[src/rtl/rawlink_pkg.sv]
package rawlink_pkg;
  typedef struct packed {
    logic shift;  // accept bitIn into the window
    logic push;   // window holds a complete byte to store
  } rlStrobe_t;
endpackage

[src/rtl/rawlink_fifo.sv]
module rawlink_fifo #(
  parameter int DATA_W = 8,
  parameter int DEPTH  = 64
) (
  input  logic              clk,
  input  logic              rst_n,
  input  logic              wrEn,
  input  logic [DATA_W-1:0] wrData,
  input  logic              rdEn,
  output logic [DATA_W-1:0] rdData,
  output logic [$clog2(DEPTH):0] count,
  output logic              overflow
);
  localparam int AW = $clog2(DEPTH);

  logic [DATA_W-1:0] mem [DEPTH];
  logic [AW-1:0] wrPtr, rdPtr;
  logic wrOk, rdOk;

  assign wrOk = wrEn && (count < (AW+1)'(DEPTH));
  assign rdOk = rdEn && (count != '0);
  assign rdData = mem[rdPtr];

  always_ff @(posedge clk) begin
    if (wrOk) mem[wrPtr] <= wrData;
  end

  always_ff @(posedge clk) begin
    if (!rst_n) begin
      wrPtr    <= '0;
      rdPtr    <= '0;
      count    <= '0;
      overflow <= 1'b0;
    end else begin
      if (wrOk) wrPtr <= wrPtr + 1'b1;
      if (rdOk) rdPtr <= rdPtr + 1'b1;
      case ({wrOk, rdOk})
        2'b10:   count <= count + 1'b1;
        2'b01:   count <= count - 1'b1;
        default: count <= count;
      endcase
      if (wrEn && !wrOk) overflow <= 1'b1;
    end
  end
endmodule

[src/rtl/rawlink_ctrl.sv]
module rawlink_ctrl #(
  parameter int CHAR_W = 8
) (
  input  logic clk,
  input  logic rst_n,
  input  logic bitEn,
  input  logic transpEn,
  input  logic matchEn,
  input  logic winHit,
  output rawlink_pkg::rlStrobe_t strobe,
  output logic locked
);
  localparam int CW = $clog2(CHAR_W + 1);

  logic [CW-1:0] fillCnt, bitCnt;
  logic hunting, active, lastBit, hit;

  assign hunting = transpEn && matchEn && !locked;
  assign active  = transpEn && (!matchEn || locked);
  assign lastBit = (bitCnt == CW'(CHAR_W - 1));
  assign hit     = hunting && bitEn && (fillCnt >= CW'(CHAR_W - 1)) && winHit;

  always_comb begin
    strobe.shift = transpEn && bitEn;
    strobe.push  = active && bitEn && lastBit;
  end

  always_ff @(posedge clk) begin
    if (!rst_n) begin
      locked  <= 1'b0;
      fillCnt <= '0;
      bitCnt  <= '0;
    end else begin
      if (!transpEn || !matchEn) locked <= 1'b0;
      else if (hit)              locked <= 1'b1;

      if (!hunting) fillCnt <= '0;
      else if (bitEn && fillCnt != CW'(CHAR_W)) fillCnt <= fillCnt + 1'b1;

      if (!active)     bitCnt <= '0;
      else if (bitEn)  bitCnt <= lastBit ? '0 : bitCnt + 1'b1;
    end
  end
endmodule

[src/rtl/rawlink_dpath.sv]
module rawlink_dpath #(
  parameter int CHAR_W = 8,
  parameter int DEPTH  = 64
) (
  input  logic clk,
  input  logic rst_n,
  input  logic bitIn,
  input  rawlink_pkg::rlStrobe_t strobe,
  input  logic [CHAR_W-1:0] matchChar,
  input  logic rdEn,
  output logic winHit,
  output logic [CHAR_W-1:0] rdData,
  output logic [$clog2(DEPTH):0] count,
  output logic overflow
);
  logic [CHAR_W-1:0] win, nextWin;

  // newest bit enters at the top, so after CHAR_W shifts the first bit sits in bit 0
  assign nextWin = {bitIn, win[CHAR_W-1:1]};
  assign winHit  = (nextWin == matchChar);

  always_ff @(posedge clk) begin
    if (!rst_n)            win <= '0;
    else if (strobe.shift) win <= nextWin;
  end

  rawlink_fifo #(.DATA_W(CHAR_W), .DEPTH(DEPTH)) fifo_i (
    .clk      (clk),
    .rst_n    (rst_n),
    .wrEn     (strobe.push),
    .wrData   (nextWin),
    .rdEn     (rdEn),
    .rdData   (rdData),
    .count    (count),
    .overflow (overflow)
  );
endmodule

[src/rtl/rawlink_capture.sv]
module rawlink_capture #(
  parameter int CHAR_W = 8,
  parameter int DEPTH  = 64,
  localparam int CNT_W = $clog2(DEPTH) + 1
) (
  input  logic              clk,
  input  logic              rst_n,
  input  logic              bitIn,
  input  logic              bitEn,
  input  logic              transpEn,
  input  logic              matchEn,
  input  logic [CHAR_W-1:0] matchChar,
  input  logic              rdEn,
  output logic [CHAR_W-1:0] rdData,
  output logic [CNT_W-1:0]  fifoCount,
  output logic              fifoEmpty,
  output logic              fifoFull,
  output logic              overflow,
  output logic              matchLock
);
  rawlink_pkg::rlStrobe_t strobe;
  logic winHit;

  rawlink_ctrl #(.CHAR_W(CHAR_W)) ctrl_i (
    .clk(clk), .rst_n(rst_n), .bitEn(bitEn), .transpEn(transpEn),
    .matchEn(matchEn), .winHit(winHit), .strobe(strobe), .locked(matchLock)
  );

  rawlink_dpath #(.CHAR_W(CHAR_W), .DEPTH(DEPTH)) dpath_i (
    .clk(clk), .rst_n(rst_n), .bitIn(bitIn), .strobe(strobe),
    .matchChar(matchChar), .rdEn(rdEn), .winHit(winHit),
    .rdData(rdData), .count(fifoCount), .overflow(overflow)
  );

  assign fifoEmpty = (fifoCount == '0);
  assign fifoFull  = (fifoCount == CNT_W'(DEPTH));
endmodule

[config.mk]
export PLATFORM = sky130hd
export DESIGN_NAME = rawlink_capture
export DESIGN_NICKNAME = d
export VERILOG_FILES = /design/src/rtl/rawlink_pkg.sv /design/src/rtl/rawlink_fifo.sv /design/src/rtl/rawlink_ctrl.sv /design/src/rtl/rawlink_dpath.sv /design/src/rtl/rawlink_capture.sv
export SDC_FILE = /design/constraint.sdc
export NUM_CORES = 1
export LEC_CHECK = 0
export ABC_CLOCK_PERIOD_IN_PS = 8670
export BUFFER_PORTS_ARGS = -buffer_cell sky130_fd_sc_hd__buf_2
export CELL_PAD_IN_SITES_DETAIL_PLACEMENT = 0
export CELL_PAD_IN_SITES_GLOBAL_PLACEMENT = 1
export CORE_MARGIN = 10
export CORE_UTILIZATION = 25
export CTS_CLUSTER_DIAMETER = 150
export DETAILED_ROUTE_END_ITERATION = 7
export PLACE_DENSITY = 0.48
export RECOVER_POWER = 100
export SLEW_MARGIN = 5
export SYNTH_ARGS = -nofsm -noshare
export SYNTH_HDL_FRONTEND = slang
export SYNTH_SLANG_ARGS = --single-unit
export TNS_END_PERCENT = 5
[constraint.sdc]
create_clock -name clk -period 8.67 [get_ports clk]
set_input_delay 0.4335 -clock clk [delete_from_list [all_inputs] [get_ports clk]]
set_output_delay 0.4335 -clock clk [all_outputs]
set_load 0.01 [all_outputs]
# [Word level (Yosys, flattened, before mapping)]
# Memories as Yosys holds them, arrays and structs flattened. A register that Yosys moved wholly into a read port is not among the register bits.
# Cells that the tools add are included.
[word_totals] register_bits=37 ram_bits=512 input_bits=15 output_inout_bits=19 wordCells=55 mem_count=1
[mem_list] name="dpath_i.fifo_i.mem" depth=64 width=8 read_ports=1 rd_ports_with_merged_regs=1 write_ports=1 line_no="rawlink_fifo.sv:16" text="logic [DATA_W-1:0] mem [DEPTH];"
[classes] add_sub_neg=6 magnitude_cmp=2 eq_ne=6 n_mux=6 bitwise=1 reduce_logical=25
[op_table] op="$pmux 7 s2" n=1
[op_table] op="$logic_and 1x1->1" n=13
[op_table] op="$add 6x1->6 const B" n=2
[op_table] op="$mux 6" n=2
[op_table] op="$add 4x1->4 const B" n=2
[op_table] op="$eq 8x8->1" n=1
[op_table] op="$add 7x1->7 const B" n=1
[op_table] op="$eq 7x7->1 const B" n=1
[op_table] op="$logic_not 7->1" n=1
[op_table] op="$lt 7x7->1 const B" n=1
[op_table] op="$reduce_bool 7->1" n=1
[op_table] op="$sub 7x1->7 const B" n=1
[op_table] op="$eq 4x3->1 const B" n=1
[op_table] op="$ge 4x3->1 const B" n=1
[op_table] op="$logic_not 1->1" n=4
[op_table] op="$mux 4" n=1
[op_table] op="$ne 4x4->1 const B" n=1
[op_table] op="$reduce_and 2->1" n=2
[op_table] op="$eq 2x1->1 const B" n=1
[op_table] op="$eq 2x2->1 const B" n=1
[op_table] op="$logic_or 1x1->1" n=2
[op_table] op="$mux 1" n=2
[op_table] op="$reduce_bool 2->1" n=1
[op_table] op="$reduce_or 2->1" n=1
[op_table] op="$not 1->1" n=1

# [Longest topological paths before layout]
# Gate-level depths: netlist of run 1.
[logic_depth] ltp_word=8 depth_mapped=14 mapped_depth_nobuf=12

# [Cells and area by module]
# Synthesis of run 1 repeated with hierarchy kept, for this count alone.
[hier_totals] hier_cells=1145 area_unflattened_um2=22087.4
[modules_own_cells] mod="rawlink_fifo" n_inst=1 cells_per_inst=1056 area_each_um2=21242.9
[modules_own_cells] mod="rawlink_ctrl" n_inst=1 cells_per_inst=53 area_each_um2=460.4
[modules_own_cells] mod="rawlink_dpath" n_inst=1 cells_per_inst=33 area_each_um2=351.6
[modules_own_cells] mod="rawlink_capture" n_inst=1 cells_per_inst=3 area_each_um2=32.5

# [Least setup slack after synthesis of run 1]
# OpenSTA, ideal clock, no wires.
[synth_timing] kind="reg2reg" start="reg dpath_i.fifo_i.count[3]" end="reg dpath_i.fifo_i.count[4]" setup_ns=0.122 arrival_time_ns=3.025 path_slack_ns=5.523 path_stages_with_launch=14 synth_period_minus_slack_ns=3.147 cell_sequence="dfxtp_1 -> buf_2 -> or4_4 -> o41a_1 -> buf_2 -> ha_1 -> buf_1 -> xor2_1 -> ha_1 -> a21oi_1 -> o21ai_1 -> a222oi_1 -> or3_1 -> a21oi_1"
[synth_via] elab_chain_cells=4 word_cells_on_any_way=10
[synth_rtl] element="start, declared" line_no="rawlink_fifo.sv:11" text="output logic [$clog2(DEPTH):0] count,"
[synth_rtl] element="start signal, assigned" line_no="rawlink_fifo.sv:38" text="2'b10: count <= count + 1'b1;"
[synth_rtl] element="start signal, assigned" line_no="rawlink_fifo.sv:39" text="2'b01: count <= count - 1'b1;"
[synth_rtl] element="start signal, assigned" line_no="rawlink_fifo.sv:40" text="default: count <= count;"
[synth_rtl] element="$lt 7x7->1 or $reduce_bool 7->1 (tied branches)" line_no="rawlink_fifo.sv:20, rawlink_fifo.sv:21"
[synth_rtl] element="$logic_and 1x1->1, on equally long branches" line_no="rawlink_fifo.sv:20, rawlink_fifo.sv:21"
[synth_rtl] element="$eq 2x1->1 or $eq 2x2->1 (tied branches)" line_no="rawlink_fifo.sv:37" text="case ({wrOk, rdOk})"
[synth_rtl] element="$pmux 7 s2 or $reduce_bool 2->1 (tied branches)"
# Parallel ways exist; a longest one is shown, timed or not.
# A chain may end at the register's enable or synchronous reset.

==> results.json, run 1 <==
{
  "status": "finished, violations left",
  "violations": "capacitance limit, slew limit",
  "yosysTopAreaCell": "edfxtp_1",
  "fill_cells": 8479,
  "routed-via-count": 10670,
  "initial_core_util_pct": 25.17,
  "maxCapViolations": 9,
  "synth.top_cell.area_share_pct": 70.52,
  "cts_resized": 0,
  "crit_arrival_ps": 5120,
  "dr.pass1.iters": 5,
  "grt_overflow": 0,
  "place_area_sq_um": 23210,
  "critical_path_peak_fanout": 31,
  "netlist_top_cells_area": "edfxtp_1 71%, mux4_2 13%, dfxtp_1 3.9%",
  "core-area_sq_um": 86620,
  "async_reset_ff_share_pct": 0,
  "htree_num_levels": 2,
  "nNetsFinal": 1197,
  "crit_required_ps": 8240,
  "hold_buffers": 0,
  "ys.flop_type": "edfxtp_1",
  "p_leak_nw": 7.443,
  "routed_wirelength_mm": 53.83,
  "min_period_ps": 5557,
  "synth_most_common_cell": "edfxtp_1",
  "io_pins": 34,
  "areaGrowthSynthToFinish_pct": 15.20,
  "dieHeight_um": 315.3,
  "drc": 0,
  "syn_nets": 1154,
  "holdPathStages": 3,
  "synth_common_cells": "512 x edfxtp_1, 122 x mux4_2, 108 x nor2_1",
  "rsz0062_at_grt": "no",
  "die_x_um": 315.3,
  "clock_path_buffers": 3,
  "cts_tree": "yes",
  "seq_area_frac_synth_pct": 74.37,
  "drv_slew": 559,
  "clkLatencyLatePin_ps": 620,
  "antenna_found_initial": 0,
  "clock-sinks": 554,
  "die_area_sq_um": 99430,
  "yosysUniqueCellTypes": 57,
  "ant_nets": 0,
  "cts_root_buffer": "clkbuf_16",
  "via_per_inst": 4.485,
  "finalClockSkew_ps": 43.17,
  "path_clk_slew_ps": 60,
  "design_area_sq_um": 25120,
  "syn_avg_cell_area_sq_um": 19.28,
  "finalSetupViolCount": 0,
  "cts_setup_buffers": 0,
  "place.gp.congestion": 0.6965,
  "wl_per_cell_um": 22.63,
  "r2r_cells": 5,
  "hold_slack_ps": 74.21,
  "fin_tns_setup_ps": 0,
  "p_per_area_nw_per_um2": 217.9,
  "gr-usage-all-layers_pct": 10.88,
  "hold_viol": 0,
  "drt_iter0_markers": 706,
  "first_global_vias": 11380,
  "synth_edf_count": 512,
  "peakVddDrop_uv": 155.7,
  "worstSetupPathType": "reg -> out",
  "cts_buffers": 58,
  "grt_pass1_wl_mm": 80.56,
  "syn_inst": 1131,
  "port_buffers": 33,
  "post-dp-hpwl_mm": 31.63,
  "synth-seq-cells": 554,
  "hold_path_class": "in -> reg",
  "drive_above_1_share_pct": 20.11,
  "max_clock_freq_mhz": 180.0,
  "end_kind": "output port",
  "grt_max_degree": 100,
  "power.total_mw": 5.473,
  "final.period_utilization_pct": 64.09,
  "critPathLaunchType": "flop",
  "syn_area_sq_um": 21800,
  "worstMarginPinSlew_ps": 3348,
  "fp-row-count": 108,
  "yosys_warnings": 0,
  "maxSlewHeadroom_pct": -123.2
}
area by class of cell:
type / instances / area, sq um / area share, %
Timing Repair Buffer: 47 / 232.7 / 0.9266
Antenna cell: 1 / 2.502 / 0.009963
Tap cell: 1155 / 1445 / 5.754
Clock buffer: 66 / 1523 / 6.063
Sequential cell: 554 / 16220 / 64.59
Inverter: 4 / 15.01 / 0.05978
Multi-Input combinational cell: 509 / 5234 / 20.84
Clock inverter: 43 / 442.9 / 1.763
path summary, 6_finish.rpt:
kind                     from                         to  slack [ps]
min reg2reg  ctrl_i.bitCnt[3]           ctrl_i.bitCnt[3]         490
max reg2reg  ctrl_i.bitCnt[0]  dpath_i.fifo_i.mem[31][5]        4950
min                   matchEn              ctrl_i.locked          70
max                      flop                  rdData[7]        3110
registers in the layout, indices dropped and copies added, names as in the netlist, named ones only:
name	count
ctrl_i.locked	1
dpath_i.win	7
dpath_i.fifo_i.rdPtr	6
ctrl_i.bitCnt	4
dpath_i.fifo_i.overflow	1
dpath_i.fifo_i.wrPtr	6
dpath_i.fifo_i.mem	512
dpath_i.fifo_i.count	7
ctrl_i.fillCnt	4
per-layer routing:
metal  share of wire [%]  GRT usage, %  vias up
met1                  47         15.18     5709
met4                 2.0         3.013        0
met5                   0             0        -
met2                  48         17.27      191
met3                 3.5         1.912       66
li1                    -             -     4703
cells by family (layout without fill, tap and decap cells):
group	Yosys count	count (layout)	share of synthesized area, %
XOR/XNOR	27	27	1.085
flip-flops	554	554	74.37
multiplexers	157	157	14.70
buffers and inverters	68	160	1.607
AO/OA/AOI/OAI	115	115	3.455
other	0	1	0
adder cells (fa/ha/maj)	8	8	0.4591
AND/OR/NAND/NOR	202	202	4.321
report_power, final:
part | total (mW) | internal (mW) | leakage (nW) | switching, mW
Clock | 2.56 | 1.50 | 0.960 | 1.06
Sequential | 2.89 | 2.89 | 5.10 | 0.000525
Combinational | 0.0267 | 0.00552 | 1.39 | 0.0212
Total | 5.47 | 4.39 | 7.44 | 1.08
placed cells by master, fill, tap and decap left out, types with 12 or more instances in the layout:
cell       synthesis  final
o21ai_0           10     12
mux4_2           122    122
buf_2             21     17
edfxtp_1         512    512
nand3_1           17     17
clkinv_1           1     17
nor2_1           108    108
mux2i_1           21     21
clkinv_2           0     13
dfxtp_1           42     39
o22ai_1           16     16
clkbuf_1          21     29
clkbuf_16          0     59
a21oi_1           33     33
nand2_1           26     26
xor2_1            21     21
worst max-delay path: stages (launching register included):
cell and delay (ps):
dfxtp_1 1480, buf_4 710, nand2b_1 800, o22ai_1 320
o32ai_1 600, a22o_1 330, clkbuf_1 190
through the flow:
stage,instances,setup WS (ps),utilization [%]
3_5_place_dp,2269,4435,26.80
6_report,2379,3113,29.00
3_3_place_gp,2269,4432,26.80
4_1_cts,2378,3763,29.07
5_1_grt,2378,2638,28.99
2_1_floorplan,1131,5523,-
Note: power is estimated with default switching activity, not from simulation.
==> inputs of run 2 (changes only) <==
ABC_CLOCK_PERIOD_IN_PS = 5060   (was 8670)
PLACE_DENSITY = 0.5   (was 0.48)
clock period = 5.06 ns   (was 8.67 ns; I/O delays follow)
==> run 2 against run 1 <==
The run still ends with capacitance limit, slew limit left. Die area unchanged. Power is 79% higher. Critical endpoint is now rdData[5]. Sequential cell count unchanged. Register-to-register slack worse by 3700 ps. Global-route usage is 0.24 points lower. Critical path depth unchanged.
==> results.json, run 2 (synthesis results as in run 1) <==
{
  "status": "finished, violations left",
  "violations": "capacitance limit, slew limit",
  "pre_cts_slack_ps": 1435,
  "p_sw_share_pct": 19.20,
  "peakVddDrop_uv": 202.6,
  "die_x_um": 315.3,
  "cts_resized": 0,
  "placedCellCount": 2274,
  "first_global_vias": 11380,
  "finalClockSkew_ps": 29.69,
  "drc": 0,
  "largest_reg_flops": 512,
  "min_to": "ctrl_i.locked",
  "initial_core_util_pct": 25.17,
  "holdPathStages": 4,
  "critPathLaunchType": "flop",
  "end_kind": "output port",
  "finalSetupViolCount": 0,
  "p_clk_share_pct": 49.0,
  "place.gp.congestion": 0.7110,
  "worstSetupPathType": "reg -> out",
  "p_switching_mw": 1.883,
  "drive_above_1_share_pct": 21.39,
  "crit_arrival_ps": 3950,
  "wl_per_cell_um": 22.19,
  "p_leak_nw": 7.598,
  "cp_slowest_cell": "dfxtp_2",
  "min_from": "matchChar[2]",
  "nNetsFinal": 1211,
  "pwr-share-seq_pct": 50.4,
  "routed-via-count": 10680,
  "clock_path_buffers": 3,
  "areaGrowthSynthToFinish_pct": 16.85,
  "grt_pass1_wl_mm": 78.62,
  "place_area_sq_um": 23250,
  "cp_num_buf_inv": 2,
  "worstMarginPinSlew_ps": 3564,
  "design_area_sq_um": 25480,
  "internal_power_mw": 7.928,
  "rrSetupSlack_ps": 1220,
  "reg.largest.list": "dpath_i.fifo_i.mem: 512 flops, dpath_i.fifo_i.count: 7 flops, dpath_i.win: 7 flops",
  "final_cell_mix": "512 x edfxtp_1, 122 x mux4_2, 108 x nor2_1, 61 x clkbuf_16, 37 x dfxtp_1",
  "instances_no_fill": 2396,
  "hold_path_class": "in -> reg",
  "largest-register": "dpath_i.fifo_i.mem",
  "cts_setup_buffers": 0,
  "clkLatencyLatePin_ps": 630,
  "dr.pass1.iters": 5,
  "combPwrFrac_pct": 0.5,
  "crit_required_ps": 4810,
  "rsz0062_at_grt": "no",
  "maxSlewHeadroom_pct": -137.6,
  "grt_max_degree": 68,
  "min_period_ps": 4207,
  "crit_chain": "buf_4, mux4_2, o22ai_1, o32ai_1, a22o_1, clkbuf_1",
  "dieHeight_um": 315.3,
  "r2r_cells": 4,
  "grt_overflow": 0,
  "cts_root_buffer": "clkbuf_16",
  "hold_buffers": 7,
  "ant_nets": 0,
  "cts_tree": "yes",
  "post-dp-hpwl_mm": 31.79,
  "fin_tns_setup_ps": 0,
  "critical_path_peak_fanout": 38,
  "r2r-start": "dpath_i.win[4]",
  "slowest_delay_ps": 1030,
  "drv_slew": 473,
  "worst_slack_ps": 853.2,
  "final.period_utilization_pct": 83.14,
  "final_common_cell": "edfxtp_1",
  "fp-row-count": 108,
  "via_per_inst": 4.457,
  "die_area_sq_um": 99430,
  "r2r-end": "dpath_i.win[3]",
  "p_per_area_nw_per_um2": 385.1,
  "cp_top_family": "flip-flops",
  "port_buffers": 33,
  "antenna_found_initial": 0,
  "hold_viol": 0,
  "path_clk_slew_ps": 60,
  "gr-usage-all-layers_pct": 10.64,
  "htree_num_levels": 2,
  "clock-sinks": 554,
  "max_clock_freq_mhz": 237.7,
  "maxCapViolations": 8,
  "routed_wirelength_mm": 53.18,
  "core-area_sq_um": 86620,
  "io_pins": 34,
  "cts_buffers": 60,
  "drt_iter0_markers": 826
}
-- run 2: cell type report --
type                       count  area, sq um
inverter                       4        15.01
tap                         1155         1445
antenna                        2        5.005
sequential                   554        16230
timing repair buffer          59        332.8
fill                        8394        61140
multi-input combinational    509         5234
clock buffer                  68         1583
clock inverter                45        636.9
-- run 2: routing by layer --
layer	part of all wire, %	up-vias	track usage, %	routed length [um]
met2	48	227	17.25	25590
li1	-	4737	-	-
met5	0	-	0	0
met4	1.8	0	2.563	965
met3	4.5	62	2.246	2401
met1	46	5653	14.45	24220
-- run 2: power by group through the flow --
stage | combinational (mW) | sequential (mW) | clock, mW
final | 0.0512 | 4.95 | 4.81
after global routing | 0.0574 | 4.94 | 5.13
after CTS | 0.0545 | 4.94 | 4.94
after detailed placement | 0.0506 | 5.04 | 0
after global placement | 0.0502 | 5.04 | 0
after floorplan | 0.0138 | 5.05 | 0
-- run 2: worst min-delay path, cell delays in order --
cell	delay (ps)
buf_2	90
xnor2_1	100
a41oi_1	150
nor2_1	100
-- run 2: stage by stage --
| step | power (mW) | util (%) | hold slack, ps |
|---|---|---|---|
| 6_report | 9.811 | 29.41 | 100.7 |
| 5_1_grt | 10.13 | 29.41 | 97.70 |
| 4_1_cts | 9.941 | 29.49 | 88.73 |
| 3_5_place_dp | 5.092 | 26.85 | 465.9 |
| 3_3_place_gp | 5.092 | 26.85 | 451.8 |
| 2_1_floorplan | 5.062 | - | 351.9 |
-- run 2: worst max-delay path by stage --
| stage | slack, ps | cells after the start | to | start |
|---|---|---|---|---|
| floorplan | 1910 | 13 | dpath_i.fifo_i.count[4] | dpath_i.fifo_i.count[3] |
| global placement | 1580 | 5 | dpath_i.fifo_i.mem[7][6] | bitEn |
| detailed placement | 1440 | 5 | dpath_i.fifo_i.mem[63][2] | bitEn |
| CTS | 1110 | 6 | rdData[5] | flop |
| global route | 590 | 7 | rdData[0] | flop |
| finish | 850 | 6 | rdData[5] | flop |
==> inputs of run 3 (changes only) <==
ABC_CLOCK_PERIOD_IN_PS = 3500   (was 5060)
clock period = 3.5 ns   (was 5.06 ns; I/O delays follow)
==> run 3 against run 2 <==
Non-clock buffer count grew 81. Via count grew 3.1%. Sequential cell count is the same. The run still ends with capacitance limit, slew limit left. Core utilization grew 0.10 points. Critical path type unchanged. Global-route usage shrank 0.082 points. Clock power grew 27%.
==> results.json, run 3 (synthesis results as in run 1) <==
{
  "reg.largest.list": "dpath_i.fifo_i.mem: 512 flops, dpath_i.fifo_i.count: 7 flops, dpath_i.win: 7 flops",
  "p_switching_mw": 2.666,
  "via_per_inst": 4.458,
  "cts_resized": 0,
  "combPwrFrac_pct": 0.5,
  "cts_tree": "yes",
  "critical_path_peak_fanout": 27,
  "max_clock_freq_mhz": 295.0,
  "gr-usage-all-layers_pct": 10.56,
  "final_common_cell": "edfxtp_1",
  "rsz0062_at_grt": "no",
  "grt_overflow": 0,
  "wl_per_cell_um": 21.52,
  "grt_pass1_wl_mm": 78.52,
  "hold_path_class": "in -> reg",
  "fp-row-count": 108,
  "post-dp-hpwl_mm": 32.47,
  "r2r-start": "dpath_i.fifo_i.count[3]",
  "finalClockSkew_ps": 21.76,
  "cts_setup_buffers": 0,
  "hold_viol": 0,
  "place.gp.congestion": 0.7381,
  "pre_cts_slack_ps": 411.3,
  "rrSetupSlack_ps": 310,
  "port_buffers": 33,
  "largest-register": "dpath_i.fifo_i.mem",
  "power.total_mw": 13.35,
  "first_global_vias": 11310,
  "slowest_delay_ps": 830,
  "final_cell_mix": "512 x edfxtp_1, 122 x mux4_2, 108 x nor2_1, 86 x clkbuf_1, 58 x clkbuf_16",
  "dieHeight_um": 315.3,
  "io_pins": 34,
  "worst_slack_ps": 110.4,
  "die_area_sq_um": 99430,
  "hold_slack_ps": 191.8,
  "p_clk_share_pct": 45.9,
  "largest_reg_flops": 512,
  "clkLatencyLatePin_ps": 620,
  "final.period_utilization_pct": 96.84,
  "cts_root_buffer": "clkbuf_16",
  "p_leak_nw": 7.672,
  "clock-sinks": 554,
  "min_period_ps": 3390,
  "path_clk_slew_ps": 60,
  "cp_num_buf_inv": 1,
  "internal_power_mw": 10.68,
  "worstMarginPinSlew_ps": 1825,
  "crit_required_ps": 3320,
  "crit_arrival_ps": 3210,
  "p_per_area_nw_per_um2": 522.0,
  "maxCapViolations": 3,
  "core-area_sq_um": 86620,
  "antenna_found_initial": 0,
  "die_x_um": 315.3,
  "cts_buffers": 58,
  "clock_path_buffers": 3,
  "p_sw_share_pct": 19.97,
  "pwr-share-seq_pct": 53.6,
  "grt_max_degree": 67,
  "nNetsFinal": 1290,
  "min_from": "rdEn",
  "drv_slew": 196,
  "critPathLaunchType": "flop",
  "peakVddDrop_uv": 373.7,
  "finalSetupViolCount": 0,
  "fin_tns_setup_ps": 0,
  "violations": "capacitance limit, slew limit",
  "worstSetupPathType": "reg -> out",
  "dr.pass1.iters": 5,
  "fill_cells": 8528,
  "drt_iter0_markers": 890,
  "initial_core_util_pct": 25.17,
  "cp_slowest_cell": "dfxtp_2",
  "routed-via-count": 11010,
  "drive_above_1_share_pct": 20.94,
  "status": "finished, violations left",
  "maxSlewHeadroom_pct": -21.68,
  "htree_num_levels": 2,
  "crit_chain": "mux4_2, nor2b_1, a211oi_1, nor2_1, a22o_1, buf_2",
  "ant_nets": 0,
  "areaGrowthSynthToFinish_pct": 17.26,
  "drc": 0,
  "end_kind": "output port",
  "cp_top_family": "flip-flops",
  "routed_wirelength_mm": 53.14
}
## run 3: final timing paths
path	to	cells after the start
max	rdData[7]	6
min	dpath_i.fifo_i.rdPtr[0]	4
max reg2reg	dpath_i.fifo_i.count[4]	10
min reg2reg	ctrl_i.bitCnt[3]	2
## run 3: timing repair
| item | 4_1_cts | 5_1_grt |
|---|---|---|
| hold endpoints to repair | 24 | 0 |
| setup endpoints to repair | 0 | 0 |
| hold buffers | 7 | 0 |
## run 3: routing by layer
metal	wire [um]	global-route usage, %	vias up
met5	0	0	-
met2	24240	16.14	212
met1	25770	15.40	5829
li1	-	-	4897
met3	2083	1.729	70
met4	1053	2.756	0
## run 3: worst register-to-register path: stages (launching register included)
cell and delay, ps:
dfxtp_1 400, or4_1 610, o41a_1 490, ha_1 280, xor2_1 150, ha_1 210, a21oi_1 290, o21ai_0 160
a222oi_1 260, or3_1 160, a21oi_1 60
## run 3: stage by stage
stage                     std cells  cell area [sq um]  util, %
after floorplan                1131              21800        -
after global placement         2355              23910    27.60
after detailed placement       2355              23910    27.60
after CTS                      2468              25860    29.86
after global routing           2468              25560    29.51
final                          2469              25570    29.52
## run 3: layout make-up
cell class	instances	area (sq um)	share of cell area, %
flip-flops and latches	554	16230	63.46
multi-input cells	509	5234	20.47
clock buffers	69	1503	5.877
well taps	1155	1445	5.652
repair buffers	140	763.2	2.985
clock inverters	37	379.1	1.483
inverters	4	15.01	0.05873
diodes	1	2.502	0.009788
## run 3: power groups by stage
stage / Combinational (mW) / Sequential [mW] / Clock [mW]
after floorplan: 0.0200 / 7.30 / 0
after global placement: 0.0705 / 7.29 / 0
after detailed placement: 0.0735 / 7.29 / 0
after CTS: 0.0787 / 7.15 / 6.30
after global routing: 0.0827 / 7.15 / 6.55
final: 0.0730 / 7.15 / 6.12
